## src/rtl/dbu_pkg.sv

```systemverilog
package dbu_pkg;
   localparam int CH_SHIFT = 8;

   typedef enum logic [1:0] {
      K_TRIG = 2'd0,
      K_EN   = 2'd1,
      K_RAW  = 2'd2,
      K_PEND = 2'd3
   } reg_kind_e;
endpackage

```

## src/rtl/dbu_wdec.sv

```systemverilog
module dbu_wdec #(
   parameter int NUM_DB      = 4,
   parameter int NUM_MASTERS = 32,
   parameter int ADDR_W      = 12,
   parameter int DATA_W      = 32,
   parameter int MID_W       = 5
) (
   input  logic                                   we_i,
   input  logic [ADDR_W-1:0]                      addr_i,
   input  logic [DATA_W-1:0]                      data_i,
   input  logic [MID_W-1:0]                       mid_i,
   output logic [NUM_DB-1:0][NUM_MASTERS-1:0]     ring_o,
   output logic [NUM_DB-1:0][NUM_MASTERS-1:0]     clr_o,
   output logic [NUM_DB-1:0]                      en_we_o
);
   import dbu_pkg::*;

   localparam int CH_W = ADDR_W - CH_SHIFT;

   logic [CH_W-1:0]        chan;
   reg_kind_e              kind;
   logic                   ok;
   logic                   mid_ok;
   logic [NUM_MASTERS-1:0] src_1h;

   always_comb begin
      chan   = addr_i[ADDR_W-1:CH_SHIFT];
      kind   = reg_kind_e'(addr_i[3:2]);
      ok     = we_i && (addr_i[CH_SHIFT-1:4] == '0) && (addr_i[1:0] == 2'b00)
               && (int'(chan) < NUM_DB);
      mid_ok = int'(mid_i) < NUM_MASTERS;
      src_1h = '0;
      if (mid_ok) src_1h[mid_i] = 1'b1;
   end

   for (genvar c = 0; c < NUM_DB; c++) begin : g_ch
      logic sel;
      assign sel        = ok && (int'(chan) == c);
      assign ring_o[c]  = (sel && kind == K_TRIG && data_i[0]) ? src_1h : '0;
      assign clr_o[c]   = (sel && kind == K_PEND) ? data_i[NUM_MASTERS-1:0] : '0;
      assign en_we_o[c] = sel && kind == K_EN;
   end
endmodule

```

## src/rtl/dbu_chan.sv

```systemverilog
module dbu_chan #(
   parameter int NUM_MASTERS = 32,
   parameter int NUM_WP      = 2
) (
   input  logic                                 clk_i,
   input  logic                                 rst_ni,
   input  logic [NUM_WP-1:0][NUM_MASTERS-1:0]   ring_i,
   input  logic [NUM_WP-1:0][NUM_MASTERS-1:0]   clr_i,
   input  logic [NUM_WP-1:0]                    en_we_i,
   input  logic [NUM_WP-1:0][NUM_MASTERS-1:0]   en_data_i,
   output logic [NUM_MASTERS-1:0]               en_o,
   output logic [NUM_MASTERS-1:0]               raw_o,
   output logic                                 irq_o
);
   logic [NUM_MASTERS-1:0] en_q, raw_q, en_d, raw_d;
   logic [NUM_MASTERS-1:0] ring_all, clr_all;
   logic                   any_en_we;

   always_comb begin
      ring_all = '0;
      clr_all  = '0;
      for (int p = 0; p < NUM_WP; p++) begin
         ring_all |= ring_i[p];
         clr_all  |= clr_i[p];
      end
      any_en_we = |en_we_i;
      en_d = en_q;
      for (int p = NUM_WP - 1; p >= 0; p--) begin
         if (en_we_i[p]) en_d = en_data_i[p];
      end
      raw_d = (raw_q & ~clr_all) | ring_all;
   end

   always_ff @(posedge clk_i or negedge rst_ni) begin
      if (!rst_ni) begin
         en_q  <= '0;
         raw_q <= '0;
      end else begin
         en_q  <= en_d;
         raw_q <= raw_d;
      end
   end

   assign en_o  = en_q;
   assign raw_o = raw_q;
   assign irq_o = |(raw_q & en_q);

   // every ring of the previous cycle is latched
   p_ring_kept_r8: assert property (@(posedge clk_i) disable iff (!rst_ni)
      1'b1 |=> ((raw_q & $past(ring_all)) == $past(ring_all)));

   // a clear without a competing ring empties the bit
   p_clear_r7: assert property (@(posedge clk_i) disable iff (!rst_ni)
      1'b1 |=> ((raw_q & $past(clr_all & ~ring_all)) == '0));

   // no raw bit rises without a ring
   p_no_spont_r4: assert property (@(posedge clk_i) disable iff (!rst_ni)
      1'b1 |=> ((raw_q & ~$past(raw_q) & ~$past(ring_all)) == '0));

   // interrupt holds while no clear arrives
   p_irq_hold_r5: assert property (@(posedge clk_i) disable iff (!rst_ni)
      (irq_o && clr_all == '0 && !any_en_we) |=> irq_o);

   // enable changes only on an enable write
   p_en_stable_r9: assert property (@(posedge clk_i) disable iff (!rst_ni)
      !any_en_we |=> $stable(en_q));
endmodule

```

## src/rtl/dbu_rdmux.sv

```systemverilog
module dbu_rdmux #(
   parameter int NUM_DB      = 4,
   parameter int NUM_MASTERS = 32,
   parameter int ADDR_W      = 12,
   parameter int DATA_W      = 32
) (
   input  logic                                 clk_i,
   input  logic                                 rst_ni,
   input  logic                                 rd_en_i,
   input  logic [ADDR_W-1:0]                    rd_addr_i,
   input  logic [NUM_DB-1:0][NUM_MASTERS-1:0]   en_i,
   input  logic [NUM_DB-1:0][NUM_MASTERS-1:0]   raw_i,
   output logic [DATA_W-1:0]                    rd_data_o,
   output logic                                 rd_valid_o
);
   import dbu_pkg::*;

   localparam int CH_W = ADDR_W - CH_SHIFT;

   logic [CH_W-1:0]        chan;
   reg_kind_e              kind;
   logic                   ok;
   logic [NUM_MASTERS-1:0] sel_en, sel_raw, word;
   logic [DATA_W-1:0]      data_d;

   always_comb begin
      chan    = rd_addr_i[ADDR_W-1:CH_SHIFT];
      kind    = reg_kind_e'(rd_addr_i[3:2]);
      ok      = (rd_addr_i[CH_SHIFT-1:4] == '0) && (rd_addr_i[1:0] == 2'b00)
                && (int'(chan) < NUM_DB);
      sel_en  = '0;
      sel_raw = '0;
      for (int c = 0; c < NUM_DB; c++) begin
         if (int'(chan) == c) begin
            sel_en  = en_i[c];
            sel_raw = raw_i[c];
         end
      end
      unique case (kind)
         K_EN:    word = sel_en;
         K_RAW:   word = sel_raw;
         K_PEND:  word = sel_raw & sel_en;
         default: word = '0;
      endcase
      data_d = '0;
      if (ok) data_d[NUM_MASTERS-1:0] = word;
   end

   always_ff @(posedge clk_i or negedge rst_ni) begin
      if (!rst_ni) begin
         rd_data_o  <= '0;
         rd_valid_o <= 1'b0;
      end else begin
         rd_valid_o <= rd_en_i;
         rd_data_o  <= rd_en_i ? data_d : '0;
      end
   end

   // read data appears exactly one cycle after the strobe
   p_rd_lat_r2: assert property (@(posedge clk_i) disable iff (!rst_ni)
      rd_en_i |=> rd_valid_o);
   p_rd_idle_r2: assert property (@(posedge clk_i) disable iff (!rst_ni)
      !rd_en_i |=> (!rd_valid_o && rd_data_o == '0));
endmodule

```

## src/rtl/dbell_unit.sv

```systemverilog
module dbell_unit #(
   parameter int NUM_DB      = 4,
   parameter int NUM_MASTERS = 32,
   parameter int NUM_WP      = 2,
   parameter int ADDR_W      = 12,
   parameter int DATA_W      = 32,
   localparam int MID_W      = (NUM_MASTERS > 1) ? $clog2(NUM_MASTERS) : 1
) (
   input  logic                        clk_i,
   input  logic                        rst_ni,
   input  logic [NUM_WP-1:0]           wr_en_i,
   input  logic [NUM_WP*ADDR_W-1:0]    wr_addr_i,
   input  logic [NUM_WP*DATA_W-1:0]    wr_data_i,
   input  logic [NUM_WP*MID_W-1:0]     wr_mid_i,
   input  logic                        rd_en_i,
   input  logic [ADDR_W-1:0]           rd_addr_i,
   output logic [DATA_W-1:0]           rd_data_o,
   output logic                        rd_valid_o,
   output logic [NUM_DB-1:0]           irq_o
);
   import dbu_pkg::*;

   initial begin
      assert (NUM_MASTERS >= 1 && NUM_MASTERS <= 32 && NUM_MASTERS <= DATA_W)
         else $fatal(1, "NUM_MASTERS out of range");
      assert (NUM_DB >= 1 && NUM_DB <= (1 << (ADDR_W - CH_SHIFT)))
         else $fatal(1, "NUM_DB does not fit the address space");
      assert (NUM_WP >= 1) else $fatal(1, "NUM_WP must be at least 1");
   end

   logic [NUM_WP-1:0][NUM_DB-1:0][NUM_MASTERS-1:0] ring_pc, clr_pc;
   logic [NUM_WP-1:0][NUM_DB-1:0]                  en_we_pc;
   logic [NUM_DB-1:0][NUM_MASTERS-1:0]             en_all, raw_all;

   for (genvar p = 0; p < NUM_WP; p++) begin : g_port
      dbu_wdec #(
         .NUM_DB(NUM_DB), .NUM_MASTERS(NUM_MASTERS),
         .ADDR_W(ADDR_W), .DATA_W(DATA_W), .MID_W(MID_W)
      ) u_dec (
         .we_i    (wr_en_i[p]),
         .addr_i  (wr_addr_i[p*ADDR_W +: ADDR_W]),
         .data_i  (wr_data_i[p*DATA_W +: DATA_W]),
         .mid_i   (wr_mid_i[p*MID_W +: MID_W]),
         .ring_o  (ring_pc[p]),
         .clr_o   (clr_pc[p]),
         .en_we_o (en_we_pc[p])
      );
   end

   for (genvar c = 0; c < NUM_DB; c++) begin : g_chan
      logic [NUM_WP-1:0][NUM_MASTERS-1:0] ring_c, clr_c, en_data_c;
      logic [NUM_WP-1:0]                  en_we_c;

      for (genvar p = 0; p < NUM_WP; p++) begin : g_gather
         assign ring_c[p]    = ring_pc[p][c];
         assign clr_c[p]     = clr_pc[p][c];
         assign en_we_c[p]   = en_we_pc[p][c];
         assign en_data_c[p] = wr_data_i[p*DATA_W +: NUM_MASTERS];
      end

      dbu_chan #(.NUM_MASTERS(NUM_MASTERS), .NUM_WP(NUM_WP)) u_chan (
         .clk_i     (clk_i),
         .rst_ni    (rst_ni),
         .ring_i    (ring_c),
         .clr_i     (clr_c),
         .en_we_i   (en_we_c),
         .en_data_i (en_data_c),
         .en_o      (en_all[c]),
         .raw_o     (raw_all[c]),
         .irq_o     (irq_o[c])
      );
   end

   dbu_rdmux #(
      .NUM_DB(NUM_DB), .NUM_MASTERS(NUM_MASTERS),
      .ADDR_W(ADDR_W), .DATA_W(DATA_W)
   ) u_rd (
      .clk_i      (clk_i),
      .rst_ni     (rst_ni),
      .rd_en_i    (rd_en_i),
      .rd_addr_i  (rd_addr_i),
      .en_i       (en_all),
      .raw_i      (raw_all),
      .rd_data_o  (rd_data_o),
      .rd_valid_o (rd_valid_o)
   );

   // with no write strobes, no channel state moves
   p_idle_r10: assert property (@(posedge clk_i) disable iff (!rst_ni)
      (wr_en_i == '0) |=> ($stable(raw_all) && $stable(en_all)));
endmodule

```

## config.mk

```make
export PLATFORM = sky130hd
export DESIGN_NAME = dbell_unit
export DESIGN_NICKNAME = d
export VERILOG_FILES = /design/src/rtl/dbu_pkg.sv /design/src/rtl/dbu_wdec.sv /design/src/rtl/dbu_chan.sv /design/src/rtl/dbu_rdmux.sv /design/src/rtl/dbell_unit.sv
export SDC_FILE = /design/constraint.sdc
export NUM_CORES = 1
export LEC_CHECK = 0
export BUFFER_PORTS_ARGS = -buffer_cell sky130_fd_sc_hd__buf_4
export CAP_MARGIN = 25
export CORE_UTILIZATION = 35
export DETAILED_ROUTE_END_ITERATION = 12
export PLACE_DENSITY_LB_ADDON = 0.1
export SLEW_MARGIN = 20
export SYNTH_ARGS = -nofsm -noshare
export SYNTH_HDL_FRONTEND = slang
export SYNTH_SLANG_ARGS = --single-unit
```

## constraint.sdc

```tcl
create_clock -name clk_i -period 3.1 [get_ports clk_i]
set_input_delay 0.465 -clock clk_i [delete_from_list [all_inputs] [get_ports clk_i]]
set_output_delay 0.465 -clock clk_i [all_outputs]
set_load 0.01 [all_outputs]
```

Yosys cells after proc, flatten, opt, wreduce, memory -nomap -nowiden
Index checks and enable logic that the tools add are counted.

word-level totals
  register bits = 289
  bits of input ports = 115
  output and inout bits = 37
  logic and storage cells = 166

operators by class
  bitwise operators = 25
  $lt $le $gt $ge = 7
  muxes and demuxes = 39
  equal/unequal tests = 16
  reductions and logical operators = 69

operators with widths
  cell                                                                                 count
  32-bit two-way mux                                                                   34
  32-bit bitwise OR                                                                    12
  32-bit AND                                                                           9
  32-bit NOT                                                                           4
  32-bit OR reduction                                                                  4
  32-bit one-hot mux with 3 select lines                                               1
  1-bit logical AND                                                                    50
  4-bit by 3-bit == test with 1-bit output, second input constant                      6
  4-bit logical NOT                                                                    6
  4-bit by 2-bit == test with 1-bit output, second input constant                      3
  4-bit by 3-bit < comparator with 1-bit output, second input constant                 3
  5-bit by 6-bit < comparator with 1-bit output, second input constant                 2
  1-bit demux with 5-bit select                                                        2
  5-bit by 1-bit greater-or-equal comparator with 1-bit output, second input constant  2
  2-bit logical NOT                                                                    5
  2-bit == test, second input constant                                                 4
  2-bit nonzero test                                                                   4
  2-bit by 1-bit == test with 1-bit output, second input constant                      3
  1-bit two-way mux                                                                    2

Depth between registers and ports, before layout
Gate-level depths: netlist of run 1.

  word-level depth = 11
  gate-level depth with buffers = 8
  depth with buffers taken out = 4

Cells and area by module
Synthesis of run 1 repeated with hierarchy kept, for this count alone.

second synthesis, totals
  cell total of the unflattened synthesis = 2060
  area total of the unflattened synthesis = 18233.7 um2

by module, submodules not included
  module     seq. area each (um2)  instances  area an instance (um2)  cells an instance
  dbu_chan   1601.5                4          2815.2                  256
  dbu_wdec   0.0                   2          1958.1                  354
  dbu_rdmux  825.8                 1          3056.7                  328

Least setup slack after synthesis of run 1
Ideal clock, no wire load.

  kind = input to register
  start point = input port wr_addr_i[18]
  end point = register g_chan[2].u_chan.raw_q[10]
  library setup time = 126 ps
  data arrival time = 2388 ps
  data required time = 2974 ps
  path buffers = 3
  path slack = 586 ps
  cell stages on the path = 7
  path through = or4b_1 buf_2 or4_4 buf_6 buf_6 o221a_1 a221o_1

on the way
  word-level cells in the longest chain between the ends = 11
  elaborated cells on any way between the ends = 15
  those cells by class = mux (2); bitwise (5); reduce/logical (8)

ends and longest elaborated chain
  item                                  line              source
  start: declaration                    dbell_unit.sv:12  input logic [NUM_WP*ADDR_W-1:0] wr_addr_i,
  4-bit logical NOT (*)                 dbu_wdec.sv:29    ok = we_i && (addr_i[CH_SHIFT-1:4] == '0) && (addr_i[1:0] == 2'b00)
  1-bit logical AND (*) (2 in a row)    dbu_wdec.sv:29
  1-bit logical AND (*)                 dbu_wdec.sv:30    && (int'(chan) < NUM_DB);
  1-bit logical AND (*)                 dbu_wdec.sv:38    assign sel = ok && (int'(chan) == c);
  1-bit logical AND                     dbu_wdec.sv:40    assign clr_o[c] = (sel && kind == K_PEND) ? data_i[NUM_MASTERS-1:0] : '0;
  32-bit two-way mux                    dbu_wdec.sv:40
  32-bit bitwise OR                     dbu_chan.sv:24    clr_all |= clr_i[p];
  32-bit NOT                            dbu_chan.sv:31    raw_d = (raw_q & ~clr_all) | ring_all;
  32-bit AND                            dbu_chan.sv:31
  32-bit bitwise OR (*)                 dbu_chan.sv:31
  named net g_chan[2].u_chan.raw_d[10]  dbu_chan.sv:15    logic [NUM_MASTERS-1:0] en_q, raw_q, en_d, raw_d;
  end signal: assignment                dbu_chan.sv:40    raw_q <= raw_d;
  end: declaration                      dbu_chan.sv:15

The timed path passes the listed nets; every way through them passes the cells marked *.
A chain may end at the register's enable or synchronous reset.

Final worst setup path of run 1
  start point = register g_chan[1].u_chan.en_q[14]
  end point = output port irq_o[1]

on the way
  word-level cells in the longest chain between the ends = 2

ends and longest elaborated chain
  item                      line              source
  start: declaration        dbu_chan.sv:15
  start signal: assignment  dbu_chan.sv:39    en_q <= en_d;
  32-bit AND                dbu_chan.sv:46    assign irq_o = |(raw_q & en_q);
  32-bit OR reduction       dbu_chan.sv:46
  end: declaration          dbell_unit.sv:19  output logic [NUM_DB-1:0] irq_o

No other way between the ends.

==> results of run 1 <==
## cells in the final DEF (no fill, tap or decap), drive strengths merged, types with 4 or more instances in the layout
master,n
a41oi,32
clkbuf,54
or4b,4
nor4b,7
nand4,25
a21oi,57
o211ai,98
or4,13
a221o,92
o221ai,87
a22oi,80
o21a,96
clkinv,8
buf,254
dfrtp,289
nor3,19
a2bb2oi,5
nor2b,34
a31oi,5
or2,7
inv,66
nor4,31
nand2b,14
o41ai,128
mux2i,75
o221a,62
o21ai,21
o22ai,20
a211oi,23
nand2,78
a221oi,27
nor2,80
nand3,45
## worst paths after layout
path	end	slack (ps)	cells after the start
min in group asynchronous	g_chan[3].u_chan.en_o[14]	420	2
min	u_rd.rd_valid_o	20	1
max	irq_o[1]	-20	4
max in group asynchronous	g_chan[0].u_chan.en_o[19]	1770	3
max reg2reg	u_rd.rd_data_o[4]	950	5
min reg2reg	g_chan[3].u_chan.en_o[5]	560	2
## registers in the layout, summed over array words and instances (netlist names)
name                 cells
g_chan.u_chan.en_o     128
g_chan.u_chan.raw_o    128
u_rd.rd_data_o          32
u_rd.rd_valid_o          1
## routing by layer
metal	GRT usage	routed length, um	up-vias
li1	-	-	7868
met1	0.539	42600	10209
met4	0.204	6960	4
met2	0.585	45700	1738
met5	0	29	-
met3	0.156	15600	419
## logic make-up after synthesis
group,synth area share
AO/OA/AOI/OAI,0.379
AND/OR/NAND/NOR,0.113
flip-flops,0.398
buffers and inverters,0.0651
multiplexers,0.0450
## area by class of cell
class / instances / share of cell area
multi-input cells: 1292 / 0.456
diodes: 1 / 0.000116
repair buffers: 255 / 0.0968
clock inverters: 12 / 0.00667
flip-flops and latches: 289 / 0.335
well taps: 680 / 0.0394
clock buffers: 54 / 0.0535
inverters: 67 / 0.0117
## worst reg2reg max path: stages (launching register included)
cell,delay [ps]
dfrtp_1,450
mux2i_1,180
o21ai_0,290
a211oi_1,80
nor4_1,880
buf_4,230
## timing repair
item / 4_1_cts / 5_1_grt
hold buffers: 1 / 0
setup endpoints to repair: 0 / 0
endpoints found under the hold margin: 57 / 0
## cell usage after synthesis (4+ instances only)
cell | n | area (um^2)
a211oi_1 | 23 | 173
a21oi_1 | 57 | 285
a221o_1 | 92 | 921
a221oi_1 | 27 | 236
a22oi_1 | 80 | 601
a2bb2oi_1 | 5 | 43.8
a31oi_1 | 5 | 31.3
a41oi_1 | 32 | 280
buf_1 | 13 | 48.8
buf_2 | 28 | 140
buf_4 | 4 | 30.0
buf_6 | 7 | 78.8
clkbuf_1 | 169 | 634
dfrtp_1 | 289 | 7230
inv_1 | 66 | 248
mux2i_1 | 75 | 751
nand2_1 | 78 | 293
nand2b_1 | 14 | 87.6
nand3_1 | 45 | 225
nand4_1 | 25 | 156
nor2_1 | 80 | 300
nor2b_1 | 34 | 213
nor3_1 | 17 | 85.1
nor4_1 | 26 | 163
nor4_4 | 4 | 85.1
nor4b_1 | 6 | 52.6
o211ai_1 | 98 | 736
o21a_1 | 96 | 721
o21ai_0 | 21 | 105
o221a_1 | 51 | 574
o221a_2 | 11 | 124
o221ai_1 | 87 | 762
o22ai_1 | 20 | 125
o41ai_1 | 128 | 1120
or2_2 | 6 | 37.5
or4_1 | 11 | 82.6
## power by group
| group | internal, mW | switching, mW | total, mW |
|---|---|---|---|
| registers | 3.80 | 0.0434 | 3.84 |
| clock network | 2.84 | 1.89 | 4.72 |
| logic | 0.282 | 0.800 | 1.08 |
## stage by stage
step | hold WS (ps) | setup WS (ps) | total power [mW]
2_1_floorplan | 169 | 586 | 4.29
3_3_place_gp | 446 | 112 | 4.94
3_5_place_dp | 447 | 54.4 | 4.94
4_1_cts | 9.47 | 115 | 9.59
5_1_grt | 21.5 | 54.3 | 9.80
6_report | 21.0 | -15.5 | 9.64
==> impl_metrics.json, run 1 <==
{
  "path_buf_inv": 1,
  "ys_seq_elements": 289,
  "min_from": "rd_en_i",
  "slowest_delay_ps": 680,
  "syn-cell-area_um2": 18200,
  "cts.htree.levels": 2,
  "violations": "setup timing",
  "grt_antenna_before_repair": 5,
  "synth_edf_count": 0,
  "drive_gt1_frac": 0.185,
  "clkLatencyLatePin_ps": 570,
  "syn_to_final_growth_pct": 18.7,
  "grt_pass1_wl_mm": 153,
  "first_pass_iters": 7,
  "gp_congestion": 1.03,
  "coreArea_um2": 51300,
  "p_leak_nw": 8.73,
  "via_per_inst": 7.64,
  "dieArea_um2": 52800,
  "cts_resized": 0,
  "power_density_nw_per_um2": 447,
  "final_hold_viol_count": 0,
  "setup_tns_ps": -15.5,
  "synth_cells": 1869,
  "worst-setup-path-type": "flop to primary output",
  "core.rowCount": 83,
  "layoutNonFillerInstCount": 2650,
  "max-vdd-ir-drop_uv": 347,
  "finalClockSkew_ps": 18.4,
  "syn_avg_cell_area_um2": 9.72,
  "dp_cells": 2581,
  "required_ps": 2630,
  "grt_pass1_vias": 18831,
  "critPathLaunch": "g_chan[1].u_chan.en_o[14]",
  "nets": 2058,
  "regArea_um2": 7230,
  "dp_hpwl_mm": 76.1,
  "grt_overflow": 0,
  "post-route-cell-area_um2": 21600,
  "cp_cell_sequence": "a22oi_1 -> nand4_1 -> or4_1 -> buf_4",
  "tightest_slew_ps": 1120,
  "async_reset_ff_frac": 1.00,
  "rsz0062_at_grt": "no",
  "synth.yosys.warnings": 0,
  "die_x_um": 230,
  "worst_slack_ps": -15.5,
  "grt_max_degree": 133,
  "path_delay_family": "simple AND/OR/NAND/NOR gates",
  "drcViolationCount": 0,
  "nFillCells": 5087,
  "cp-end-kind": "primary output",
  "cts-root-buf": "clkbuf_16",
  "worstHoldPathType": "input port to flop",
  "finalWirelength_mm": 111,
  "vias": 20238,
  "port_buffers": 151,
  "multi_input_area_um2": 9850,
  "cts_buffers": 38,
  "slowest_stage": "a22oi_1",
  "track_usage": 0.410,
  "worst_setup_path_start_kind": "flop",
  "initial_core_util": 0.354,
  "clock_sinks": 289,
  "fp.dieH_um": 230,
  "synth_fp_nets": 1984,
  "fin_util": 0.420,
  "synth_cell_types": 58,
  "path_max_fanout": 3,
  "wire_per_inst_um": 41.8,
  "synthFlopType": "dfrtp_1",
  "setup_viol": 1,
  "dpl_cell_area_um2": 20200,
  "cts_tree": "built",
  "ys_seq_area_frac": 0.398,
  "post_cts_buffers": 0,
  "ant_nets": 0,
  "critPathArrivalTime_ps": 2650,
  "outcome": "finished with violations",
  "slew_violations": 0,
  "cap_violations": 0,
  "cts.path.max_buffers": 3,
  "r2r-start": "g_chan[1].u_chan.en_o[4]",
  "max_freq_mhz": 321,
  "period_share": 1.00,
  "drtIter0Drc": 3411,
  "maxSlewHeadroom": 0.247,
  "ios": 152,
  "period_needed_ps": 3120,
  "cts.clk_slew.worst_paths_ps": 60
}
Note: power is estimated with default switching activity, not from simulation.
==> inputs of run 2 (changes only) <==
--- a/config.mk
+++ b/config.mk
@@ -10,6 +10,7 @@
 export CORE_UTILIZATION = 35
 export DETAILED_ROUTE_END_ITERATION = 12
 export PLACE_DENSITY_LB_ADDON = 0.1
+export REMOVE_ABC_BUFFERS = 1
 export SLEW_MARGIN = 20
 export SYNTH_ARGS = -nofsm -noshare
 export SYNTH_HDL_FRONTEND = slang
==> impl_metrics.json, run 2 (synthesized netlist as in run 1, its figures left out) <==
{
  "outcome": "finished with violations",
  "violations": "setup timing",
  "cp_cell_sequence": "a22oi_1 -> nand4_1 -> or4_1 -> buf_4",
  "ios": 152,
  "final_hold_viol_count": 0,
  "ff2ff_path_depth": 5,
  "die_x_um": 230,
  "dp_cells": 2599,
  "vias": 20006,
  "worst_setup_path_start_kind": "flop",
  "track_usage": 0.385,
  "cts_buffers": 38,
  "grt-busiest-layer": "met2",
  "slowest_stage": "or4_1",
  "path_delay_family": "simple AND/OR/NAND/NOR gates",
  "maxSlewHeadroom": 0.341,
  "multi_input_area_um2": 9870,
  "cp-end-kind": "primary output",
  "first_pass_iters": 6,
  "tightest_slew_ps": 981,
  "drtIter0Drc": 2994,
  "ant_nets": 0,
  "required_ps": 2630,
  "port_buffers": 151,
  "dp_hpwl_mm": 66.7,
  "gp_congestion": 0.981,
  "finalClockSkew_ps": 13.1,
  "use_met1": 0.514,
  "max-vdd-ir-drop_uv": 314,
  "clock_sinks": 289,
  "fin_util": 0.426,
  "drcViolationCount": 0,
  "slew_violations": 0,
  "clkLatencyLatePin_ps": 570,
  "via_per_inst": 7.48,
  "min_from": "wr_data_i[2]",
  "period_needed_ps": 3110,
  "syn_to_final_growth_pct": 20.2,
  "worst_slack_ps": -8.01,
  "dpl_cell_area_um2": 20400,
  "power_density_nw_per_um2": 446,
  "max_freq_mhz": 322,
  "core.rowCount": 83,
  "grt_antenna_before_repair": 5,
  "grt_overflow": 0,
  "path_buf_inv": 1,
  "use_met2": 0.540,
  "worst-setup-path-type": "flop to primary output",
  "period_share": 1.00,
  "post_cts_buffers": 0,
  "r2r_slack_ps": 1480,
  "cts-root-buf": "clkbuf_16",
  "cts.clk_slew.worst_paths_ps": 60,
  "setup_viol": 1,
  "layoutNonFillerInstCount": 2675,
  "p_leak_nw": 8.88,
  "grt_pass1_vias": 19306,
  "cts.htree.levels": 2,
  "nFillCells": 5012,
  "slowest_delay_ps": 690,
  "grt_max_degree": 73,
  "grt_pass1_wl_mm": 147,
  "initial_core_util": 0.354,
  "rr_endpoint": "u_rd.rd_data_o[3]",
  "wire_per_inst_um": 38.6,
  "min_to": "g_chan[2].u_chan.en_o[2]",
  "r2r-start": "g_chan[0].u_chan.raw_o[3]",
  "min_path_cells": 2,
  "cap_violations": 0,
  "cts.path.max_buffers": 3,
  "finalWirelength_mm": 103,
  "mostFrequentLayoutCells": "dfrtp_1 (289), buf_4 (252), o41ai_1 (128)",
  "drive_gt1_frac": 0.194,
  "path_max_fanout": 4,
  "grt_use_met3": 0.128,
  "nets": 2076,
  "cts_tree": "built",
  "rsz0062_at_grt": "no",
  "critPathArrivalTime_ps": 2640,
  "regArea_um2": 7230,
  "worstHoldPathType": "input port to flop",
  "coreArea_um2": 51300,
  "dieArea_um2": 52800,
  "final_common_cell": "dfrtp_1",
  "post-route-cell-area_um2": 21800,
  "fp.dieH_um": 230
}
-- run 2: cell types whose count changed in the layout (fill, tap and decap cells not counted), sizes merged --
cell / delta
clkinv: +1
clkbuf: +3
diode: +3
buf: +16
clkdlybuf4s18: +1
bufinv: +1
dlygate4sd3: +1
clkinvlp: -1
-- run 2: layer usage --
layer / vias up / share of wire
met5: - / 0.00072
met4: 4 / 0.063
met3: 350 / 0.13
met2: 1756 / 0.41
met1: 9978 / 0.39
li1: 7918 / -
-- run 2: repair_timing --
action                                 in CTS  in global routing
resized for setup                           1                  0
setup endpoints to repair                   1                  0
hold buffers                                2                  0
endpoints found under the hold margin      68                  0
-- run 2: final cells by class --
cell class,count,share of cell area
Timing Repair Buffer,273,0.104
Multi-Input combinational cell,1292,0.452
Tap cell,680,0.0390
Clock buffer,57,0.0543
Antenna cell,4,0.000458
Clock inverter,13,0.00785
Inverter,67,0.0115
Sequential cell,289,0.331
-- run 2: worst max path at each step --
stage | from | to | slack, ps | cells past startpoint
2_1_floorplan | wr_addr_i[12] | g_chan[0].u_chan.raw_o[28] | -4630 | 3
3_3_place_gp | wr_addr_i[6] | g_chan[2].u_chan.raw_o[1] | 360 | 6
3_5_place_dp | wr_addr_i[6] | g_chan[2].u_chan.raw_o[1] | 320 | 6
4_1_cts | g_chan[2].u_chan.en_o[22] | irq_o[2] | 40 | 4
5_1_grt | g_chan[1].u_chan.en_o[7] | irq_o[1] | 3 | 4
6_report | g_chan[2].u_chan.en_o[22] | irq_o[2] | -8 | 4
-- run 2: power by group --
group / internal, mW / switching (mW)
clock network: 2.98 / 1.90
logic: 0.292 / 0.741
registers: 3.80 / 0.0382
-- run 2: per-stage QoR --
step | power, mW | hold WS (ps) | setup TNS, ps | worst slack (ps)
after floorplan | 4.20 | 169 | -797750 | -4630
after global placement | 4.89 | 513 | 0 | 355
after detailed placement | 4.89 | 490 | 0 | 317
after CTS | 9.74 | 148 | 0 | 39.3
after global routing | 9.96 | 171 | 0 | 2.92
final | 9.75 | 169 | -8.01 | -8.01
